<file path="config.mk">
export PLATFORM = sky130hd
export DESIGN_NAME = bulk_wr_decoder
export DESIGN_NICKNAME = d
export VERILOG_FILES = /design/src/rtl/bwd_pkg.sv /design/src/rtl/bwd_parser.sv /design/src/rtl/bwd_stage.sv /design/src/rtl/bulk_wr_decoder.sv
export SDC_FILE = /design/constraint.sdc
export NUM_CORES = 1
export LEC_CHECK = 0
export BUFFER_PORTS_ARGS = -buffer_cell sky130_fd_sc_hd__buf_4
export CELL_PAD_IN_SITES_DETAIL_PLACEMENT = 1
export CELL_PAD_IN_SITES_GLOBAL_PLACEMENT = 2
export CORE_UTILIZATION = 35
export CTS_CLUSTER_SIZE = 40
export DETAILED_ROUTE_END_ITERATION = 7
export PLACE_DENSITY = 0.77
export SETUP_SLACK_MARGIN = 0.02
export SLEW_MARGIN = 20
export SYNTH_ARGS = -nofsm -noshare
export SYNTH_HDL_FRONTEND = slang
export SYNTH_HIERARCHICAL = 1
export SYNTH_SLANG_ARGS = --single-unit
</file>
<file path="constraint.sdc">
create_clock -name clk -period 6 [get_ports clk]
set_clock_uncertainty 0.05 [all_clocks]
set_input_delay 1.2 -clock clk [delete_from_list [all_inputs] [get_ports clk]]
set_output_delay 1.2 -clock clk [all_outputs]
set_load 0.005 [all_outputs]
</file>
<file path="src/rtl/bwd_pkg.sv">
package bwd_pkg;
    typedef enum logic [2:0] {
        ST_IDLE,
        ST_CODE,
        ST_INDEX,
        ST_VALUE,
        ST_SKIP
    } prs_state_e;
endpackage

</file>
<file path="src/rtl/bwd_parser.sv">
module bwd_parser
    import bwd_pkg::*;
#(
    parameter logic [7:0] PREFIX  = 8'hAF,
    parameter logic [7:0] WR_CODE = 8'h20
) (
    input  logic       clk,
    input  logic       rst_n,
    input  logic       in_valid,
    input  logic [7:0] in_data,
    output logic       wr_en,
    output logic [7:0] wr_idx,
    output logic [7:0] wr_val
);
    prs_state_e state_q, state_d;
    logic [7:0] idx_q;

    always_ff @(posedge clk or negedge rst_n) begin
        if (!rst_n) begin
            state_q <= ST_IDLE;
            idx_q   <= '0;
        end else begin
            state_q <= state_d;
            if (in_valid && state_q == ST_INDEX) idx_q <= in_data;
        end
    end

    always_comb begin
        state_d = state_q;
        wr_en   = 1'b0;
        if (in_valid) begin
            unique case (state_q)
                ST_IDLE:  if (in_data == PREFIX) state_d = ST_CODE;
                ST_CODE: begin
                    if (in_data == PREFIX)       state_d = ST_CODE;
                    else if (in_data == WR_CODE) state_d = ST_INDEX;
                    else                         state_d = ST_SKIP;
                end
                ST_INDEX: state_d = ST_VALUE;
                ST_VALUE: begin
                    wr_en   = 1'b1;
                    state_d = ST_IDLE;
                end
                ST_SKIP:  if (in_data == PREFIX) state_d = ST_CODE;
                default:  state_d = ST_IDLE;
            endcase
        end
    end

    assign wr_idx = idx_q;
    assign wr_val = in_data;
endmodule

</file>
<file path="src/rtl/bwd_stage.sv">
module bwd_stage #(
    parameter int unsigned NREG       = 64,
    parameter logic [7:0]  CTRL_IDX   = 8'h00,
    parameter logic [7:0]  LOCK_VAL   = 8'h00,
    parameter logic [7:0]  UNLOCK_VAL = 8'hFF
) (
    input  logic              clk,
    input  logic              rst_n,
    input  logic              wr_en,
    input  logic [7:0]        wr_idx,
    input  logic [7:0]        wr_val,
    output logic [NREG*8-1:0] regs_o,
    output logic              commit_o,
    output logic              locked_o
);
    logic locked_q, commit_q;
    logic ctrl_wr, data_wr, do_lock, do_commit;

    assign ctrl_wr   = wr_en && (wr_idx == CTRL_IDX);
    assign data_wr   = wr_en && (wr_idx != CTRL_IDX) && (32'(wr_idx) < NREG);
    assign do_lock   = ctrl_wr && (wr_val == LOCK_VAL);
    assign do_commit = ctrl_wr && (wr_val == UNLOCK_VAL) && locked_q;

    always_ff @(posedge clk or negedge rst_n) begin
        if (!rst_n) begin
            locked_q <= 1'b0;
            commit_q <= 1'b0;
        end else begin
            commit_q <= do_commit;
            if (do_lock)        locked_q <= 1'b1;
            else if (do_commit) locked_q <= 1'b0;
        end
    end

    for (genvar g = 0; g < NREG; g++) begin : g_entry
        logic [7:0] sh_q, act_q;
        logic       hit;
        assign hit = data_wr && (wr_idx == 8'(g));
        always_ff @(posedge clk or negedge rst_n) begin
            if (!rst_n) begin
                sh_q  <= '0;
                act_q <= '0;
            end else begin
                if (hit) sh_q <= wr_val;
                if (do_commit)             act_q <= sh_q;
                else if (hit && !locked_q) act_q <= wr_val;
            end
        end
        assign regs_o[g*8 +: 8] = act_q;
    end

    assign commit_o = commit_q;
    assign locked_o = locked_q;
endmodule

</file>
<file path="src/rtl/bulk_wr_decoder.sv">
module bulk_wr_decoder #(
    parameter int unsigned NREG       = 64,
    parameter logic [7:0]  PREFIX     = 8'hAF,
    parameter logic [7:0]  WR_CODE    = 8'h20,
    parameter logic [7:0]  CTRL_IDX   = 8'h00,
    parameter logic [7:0]  LOCK_VAL   = 8'h00,
    parameter logic [7:0]  UNLOCK_VAL = 8'hFF
) (
    input  logic              clk,
    input  logic              rst_n,
    input  logic              in_valid,
    input  logic [7:0]        in_data,
    output logic              in_ready,
    output logic [NREG*8-1:0] regs_o,
    output logic              commit_o
);
    logic       wr_en;
    logic [7:0] wr_idx, wr_val;
    logic       locked_w;

    assign in_ready = 1'b1;

    bwd_parser #(.PREFIX(PREFIX), .WR_CODE(WR_CODE)) u_parser (
        .clk(clk), .rst_n(rst_n), .in_valid(in_valid), .in_data(in_data),
        .wr_en(wr_en), .wr_idx(wr_idx), .wr_val(wr_val)
    );

    bwd_stage #(
        .NREG(NREG), .CTRL_IDX(CTRL_IDX), .LOCK_VAL(LOCK_VAL), .UNLOCK_VAL(UNLOCK_VAL)
    ) u_stage (
        .clk(clk), .rst_n(rst_n), .wr_en(wr_en), .wr_idx(wr_idx), .wr_val(wr_val),
        .regs_o(regs_o), .commit_o(commit_o), .locked_o(locked_w)
    );
endmodule

</file>
# ---- Word level (Yosys, flattened, before mapping)
# Cells that the tools add are included.
dict set report totals {
  register_bits 1037
  in_bits 11
  out_inout_bits 514
}
dict set report classes {
  muxes 136
  n_lt_le_gt_ge 1
  eq_ne 71
  reduce_logical 207
}
# cell n
set op_table {}
lappend op_table {{8-bit 2-to-1 mux} 128}
lappend op_table {{8-bit by 6-bit equality test with 1-bit output (second input constant)} 33}
lappend op_table {{1-bit logical AND} 135}
lappend op_table {{2-bit nonzero test} 65}
lappend op_table {{8-bit by 5-bit equality test with 1-bit output (second input constant)} 16}
lappend op_table {{8-bit by 4-bit equality test with 1-bit output (second input constant)} 8}
lappend op_table {{8-bit by 3-bit equality test with 1-bit output (second input constant)} 4}
lappend op_table {{8-bit by 2-bit equality test with 1-bit output (second input constant)} 2}
lappend op_table {{8-bit equality test (second input constant)} 2}
lappend op_table {{8-bit logical NOT} 2}
lappend op_table {{3-bit 2-to-1 mux} 3}
lappend op_table {{3-bit one-hot mux with 3 select lines} 1}
lappend op_table {{8-bit by 1-bit equality test with 1-bit output (second input constant)} 1}
lappend op_table {{8-bit by 7-bit less-than comparator with 1-bit output (second input constant)} 1}
lappend op_table {{8-bit nonzero test} 1}
lappend op_table {{3-bit by 2-bit equality test with 1-bit output (second input constant)} 2}
lappend op_table {{1-bit 2-to-1 mux} 4}
lappend op_table {{3-bit by 1-bit equality test with 1-bit output (second input constant)} 1}
lappend op_table {{3-bit equality test (second input constant)} 1}
lappend op_table {{3-bit logical NOT} 1}
lappend op_table {{2-bit by 1-bit != test with 1-bit output (second input constant)} 1}
lappend op_table {{2-bit AND reduction} 1}
lappend op_table {{2-bit OR reduction} 1}
lappend op_table {{1-bit logical NOT} 1}

# ---- Depth between registers and ports, before layout
dict set report logic_depth {
  ltp_word 9
  depth_mapped 10
}

# ---- Cells and area by module
# Netlist, hierarchy kept.
# module area_each_um2 seq_area_each_um2 cells_per_inst instances
set modules_own_cells {}
lappend modules_own_cells {bwd_stage 43684.4 25674.6 3506 1}
lappend modules_own_cells {bwd_parser 599.3 275.3 49 1}
lappend modules_own_cells {bulk_wr_decoder 11.3 0.0 2 1}

# ---- Worst setup path after synthesis
# No wires, ideal clock.
dict set report synth_path {
  path_type {input to register}
  startpoint {input in_valid}
  endpoint {register u_stage.g_entry[35].act_q[0]}
  path_stages 9
  setup_time_ns 0.079
  t_arrival_ns 2.956
  slack_ns 2.914
  path_buffers 3
  cell_sequence {and3b_1 and2_1 nor3b_1 buf_4 buf_4 nand4_1 a21boi_1 buf_4 mux2i_1}
}
dict set report synth_via {
  elab_chain_cells 6
  elab_cells_between_ends 10
}
# element line
set synth_lines {}
lappend synth_lines {{start: declaration} bulk_wr_decoder.sv:11} ;# input logic in_valid,
lappend synth_lines {{1-bit 2-to-1 mux *} bwd_parser.sv:31} ;# if (in_valid) begin
lappend synth_lines {{net wr_en} bulk_wr_decoder.sv:17} ;# logic wr_en;
lappend synth_lines {{1-bit logical AND (2 in a row)} bwd_stage.sv:20} ;# assign data_wr = wr_en && (wr_idx != CTRL_IDX) && (32'(wr_idx) < NREG);
lappend synth_lines {{1-bit logical AND} bwd_stage.sv:38} ;# assign hit = data_wr && (wr_idx == 8'(g));
lappend synth_lines {{1-bit logical AND} bwd_stage.sv:46} ;# else if (hit && !locked_q) act_q <= wr_val;
lappend synth_lines {{2-bit nonzero test (no line)} -}
lappend synth_lines {{end signal: assignment} bwd_stage.sv:45} ;# if (do_commit) act_q <= sh_q;
lappend synth_lines {{end signal: assignment} bwd_stage.sv:46}
lappend synth_lines {{end: declaration} bwd_stage.sv:36} ;# logic [7:0] sh_q, act_q;
# The timed path passes the listed nets; every way through them passes the cells marked *.
# A chain may end at the register's enable or synchronous reset.

# ---- Worst setup path after layout
dict set report layout_path {
  startpoint {register u_parser.idx_q[3] (netlist: u_parser/wr_idx[3])}
  endpoint {register u_stage.g_entry[57].act_q[6]}
}
dict set report layout_via {
  elab_chain_cells 6
  elab_cells_between_ends 13
}
# element line
set layout_lines {}
lappend layout_lines {{start: declaration} bwd_parser.sv:16} ;# logic [7:0] idx_q;
lappend layout_lines {{start signal: assignment} bwd_parser.sv:24} ;# if (in_valid && state_q == ST_INDEX) idx_q <= in_data;
lappend layout_lines {{branches (longest 6 deep; another with 8-bit by 7-bit less-than comparator with 1-bit output)} -}
lappend layout_lines {{end signal: assignment} bwd_stage.sv:45}
lappend layout_lines {{end signal: assignment} bwd_stage.sv:46}
lappend layout_lines {{end: declaration} bwd_stage.sv:36}
# Parallel ways; which one is timed is not known.

==> flow_summary.toml <==
[outcome]
outcome = "completed"

[worst_setup_path]
critPathMaxFanout = 29
r2r-start = "u_parser/wr_idx[3]$_DFFE_PN0P_"
reg2reg_depth = 6
r2r_end = "u_stage/g_entry[57].act_q[6]$_DFFE_PN0P_"
crit_arrival_ns = 4.38
required_ns = 6.50
start_kind = "flip-flop"
end_kind = "flip-flop"
path_class = "flip-flop to flip-flop"
r2r_slack_ns = 2.12

[floorplan]
core_sq_um = 125600
dieWidth_microns = 357.8
rows = 130
ios = 525
start_util_pct = 35.28
die_area_sq_um = 128000
fp.dieH_microns = 357.8

[timing]
setup-violations-final = 0
maxSlewHeadroom_pct = 26.99
grt_setup_unrepaired = "no"
period_minus_slack_ns = 3.877
worst_pin_slew_ns = 1.092
finalHoldViolCount = 0
setup_tns_ns = 0
fmax_mhz = 258.0
post-route-period-util_pct = 64.61
drv_slew = 0

[synthesis]
synthArstFlopShare_pct = 100.0
synthSimpleGateAreaFrac_pct = 2.522
synth_area_per_cell_sq_um = 12.45
synth_area_sq_um = 44290
synthMuxAreaShare_pct = 24.43
ys_seq_elements = 1037
synth_flop_cell = "dfrtp_1"
netlist_instances = 3557
synth_area_leaders = "dfrtp_1, mux2_2, mux2i_1"
synth_fp_nets = 3568
synth.top_cell.area_share_pct = 58.58
synth_compound_area_share_pct = 7.192
synth_top_family_by_area = "multiplexers"
synth_top_area_cell = "dfrtp_1"
synthAdderAreaFrac_pct = 0
synth_edf_count = 0
yosysWarnings = 6
seq_area_frac_synth_pct = 58.58
synthDistinctLibCells = 53
synthXorXnorAreaFrac_pct = 0

[clock_network]
cts_sinks = 1037
clock_path_buffers = 3
cts_setup_buffers = 0
hold_buffers = 0
htree_levels = 3
numCtsBuffers = 115
cts_resized = 0
worstSkewPairLatency_ns = 0.70
clk_pin_slew_ns = 0.07
cts_tree = "done"
ctsRootBufferMaster = "clkbuf_16"

[finish]
area_growth_pct = 20.86
multiInputGateArea_sq_um = 15260
fillerInstances = 13210
seq_area_sq_um = 25950
final_nets = 4011
design_area_sq_um = 53530
final_layout_size_suffix_gt1_share_pct = 33.85
layout_common_cells = "dfrtp_1, buf_4, mux2_2"
final_common_cell = "dfrtp_1"

[placement]
place_congestion = 0.7670
port_buffers = 523
dpl-instance-area_sq_um = 49810
dpl.hpwl_microns = 93020

[routing]
highest_layer = "met5"
route.met2.wl_microns = 73910
ant_nets = 0
wl_met1_microns = 65050
vias = 29310
met3_length_microns = 6142
viasPerCell = 5.098
wl_microns = 149000
post_drt_wl_per_cell_microns = 25.91
firstDrtPassIters = 5
first_iter_violations = 1662
remaining_drc_errors = 0

[worst_hold_path]
whs_path_depth = 0
hold_end = "u_stage/g_entry[0].sh_q[0]$_DFFE_PN0P_"
min_from = "u_stage/g_entry[0].sh_q[0]$_DFFE_PN0P_"
hp-class = "flip-flop to flip-flop"

[power_and_ir_drop]
p_leak_nw = 28.03
powerDensity_nw_per_um2 = 270.9
peakVddDrop_mv = 0.2398

[global_routing]
grt_pass1_vias = 31650
grt_antenna_before_repair = 2
grt_pass1_wl_microns = 219500
grt_max_degree = 134
grt_use_total_pct = 23.24
gr-total-overflow = 0

[job]
maxCapViolCount = 0
through the flow:
stage | utilization, % | instances | worst slack [ns] | hold WS [ns] | total power [W]
after floorplan | - | 3557 | 2.914 | 0.3789 | 0.007300
after global placement | 39.66 | 5533 | 1.566 | 0.3159 | 0.007657
after detailed placement | 39.66 | 5533 | 1.445 | 0.3179 | 0.007657
after CTS | 42.62 | 5744 | 2.142 | 0.3303 | 0.01468
after global routing | 42.62 | 5744 | 1.949 | 0.3348 | 0.01497
final | 42.63 | 5749 | 2.123 | 0.3242 | 0.01450
report_power, final:
part | internal, W | leakage, nW | switching (W)
Combinational | 0.0000902 | 14.3 | 0.000429
Clock | 0.00407 | 1.82 | 0.00292
Sequential | 0.00700 | 11.9 | 0.00000164
Total | 0.0112 | 28.0 | 0.00335
critical path, cell delays in order (launching register included):
cell,delay [ns]
dfrtp_1,0.52
nor4_4,0.92
and3_1,0.89
a21boi_4,0.44
buf_4,0.47
a21oi_1,0.29
mux2i_1,0.11
Yosys cell counts, types with 8 or more instances:
master and n:
nand2_1 38, dfrtp_1 1037, buf_6 11, clkbuf_1 130, mux2_2 513, mux2i_1 504
nand4_1 13, buf_2 86, inv_1 499, nor2_2 19, a21boi_2 8, buf_4 39
nand4_2 25, a21boi_1 41, o21ai_2 19, a21oi_1 505, nor2_1 11
registers in the layout, indices dropped and copies added, names as in the netlist:
register and count:
u_stage/g_entry.act_q 512, u_stage/g_entry.sh_q 512, u_parser/wr_idx 8, u_parser/state_q 3, u_stage/commit_o 1, u_stage/locked_o 1
routing by layer:
metal,up-vias,GRT usage (%)
met5,-,0
met4,2,6.485
met3,193,3.766
met2,639,38.94
met1,15660,31.05
li1,12810,-
how the worst max path moves through the flow:
stage / from / end / depth (start not counted)
after detailed placement: in_valid / u_stage/g_entry[28].act_q[2]$_DFFE_PN0P_ / 9
after global routing: in_valid / u_stage/g_entry[6].act_q[3]$_DFFE_PN0P_ / 9
after global placement: in_valid / u_stage/g_entry[28].act_q[5]$_DFFE_PN0P_ / 9
final: u_parser/wr_idx[3]$_DFFE_PN0P_ / u_stage/g_entry[57].act_q[6]$_DFFE_PN0P_ / 6
after CTS: u_parser/wr_idx[3]$_DFFE_PN0P_ / u_stage/g_entry[57].act_q[6]$_DFFE_PN0P_ / 6
after floorplan: in_valid / u_stage/g_entry[35].act_q[0]$_DFFE_PN0P_ / 9
kinds of logic after synthesis:
kind of cell,count (synthesis)
DFF,1037
muxes,1017
buffers and inverters,767
AOI/OAI and AO/OA,584
and+or+nand+nor,151
other,1
cell type report:
| class | instances | share of cell area, % |
|---|---|---|
| repair buffers | 594 | 8.694 |
| clock buffers | 183 | 6.479 |
| flip-flops and latches | 1037 | 48.48 |
| clock inverters | 28 | 0.4558 |
| well taps | 1650 | 3.856 |
| inverters | 499 | 3.501 |
| multi-input cells | 1753 | 28.51 |
| diodes | 5 | 0.02337 |
(Power assumes the default switching activity.)
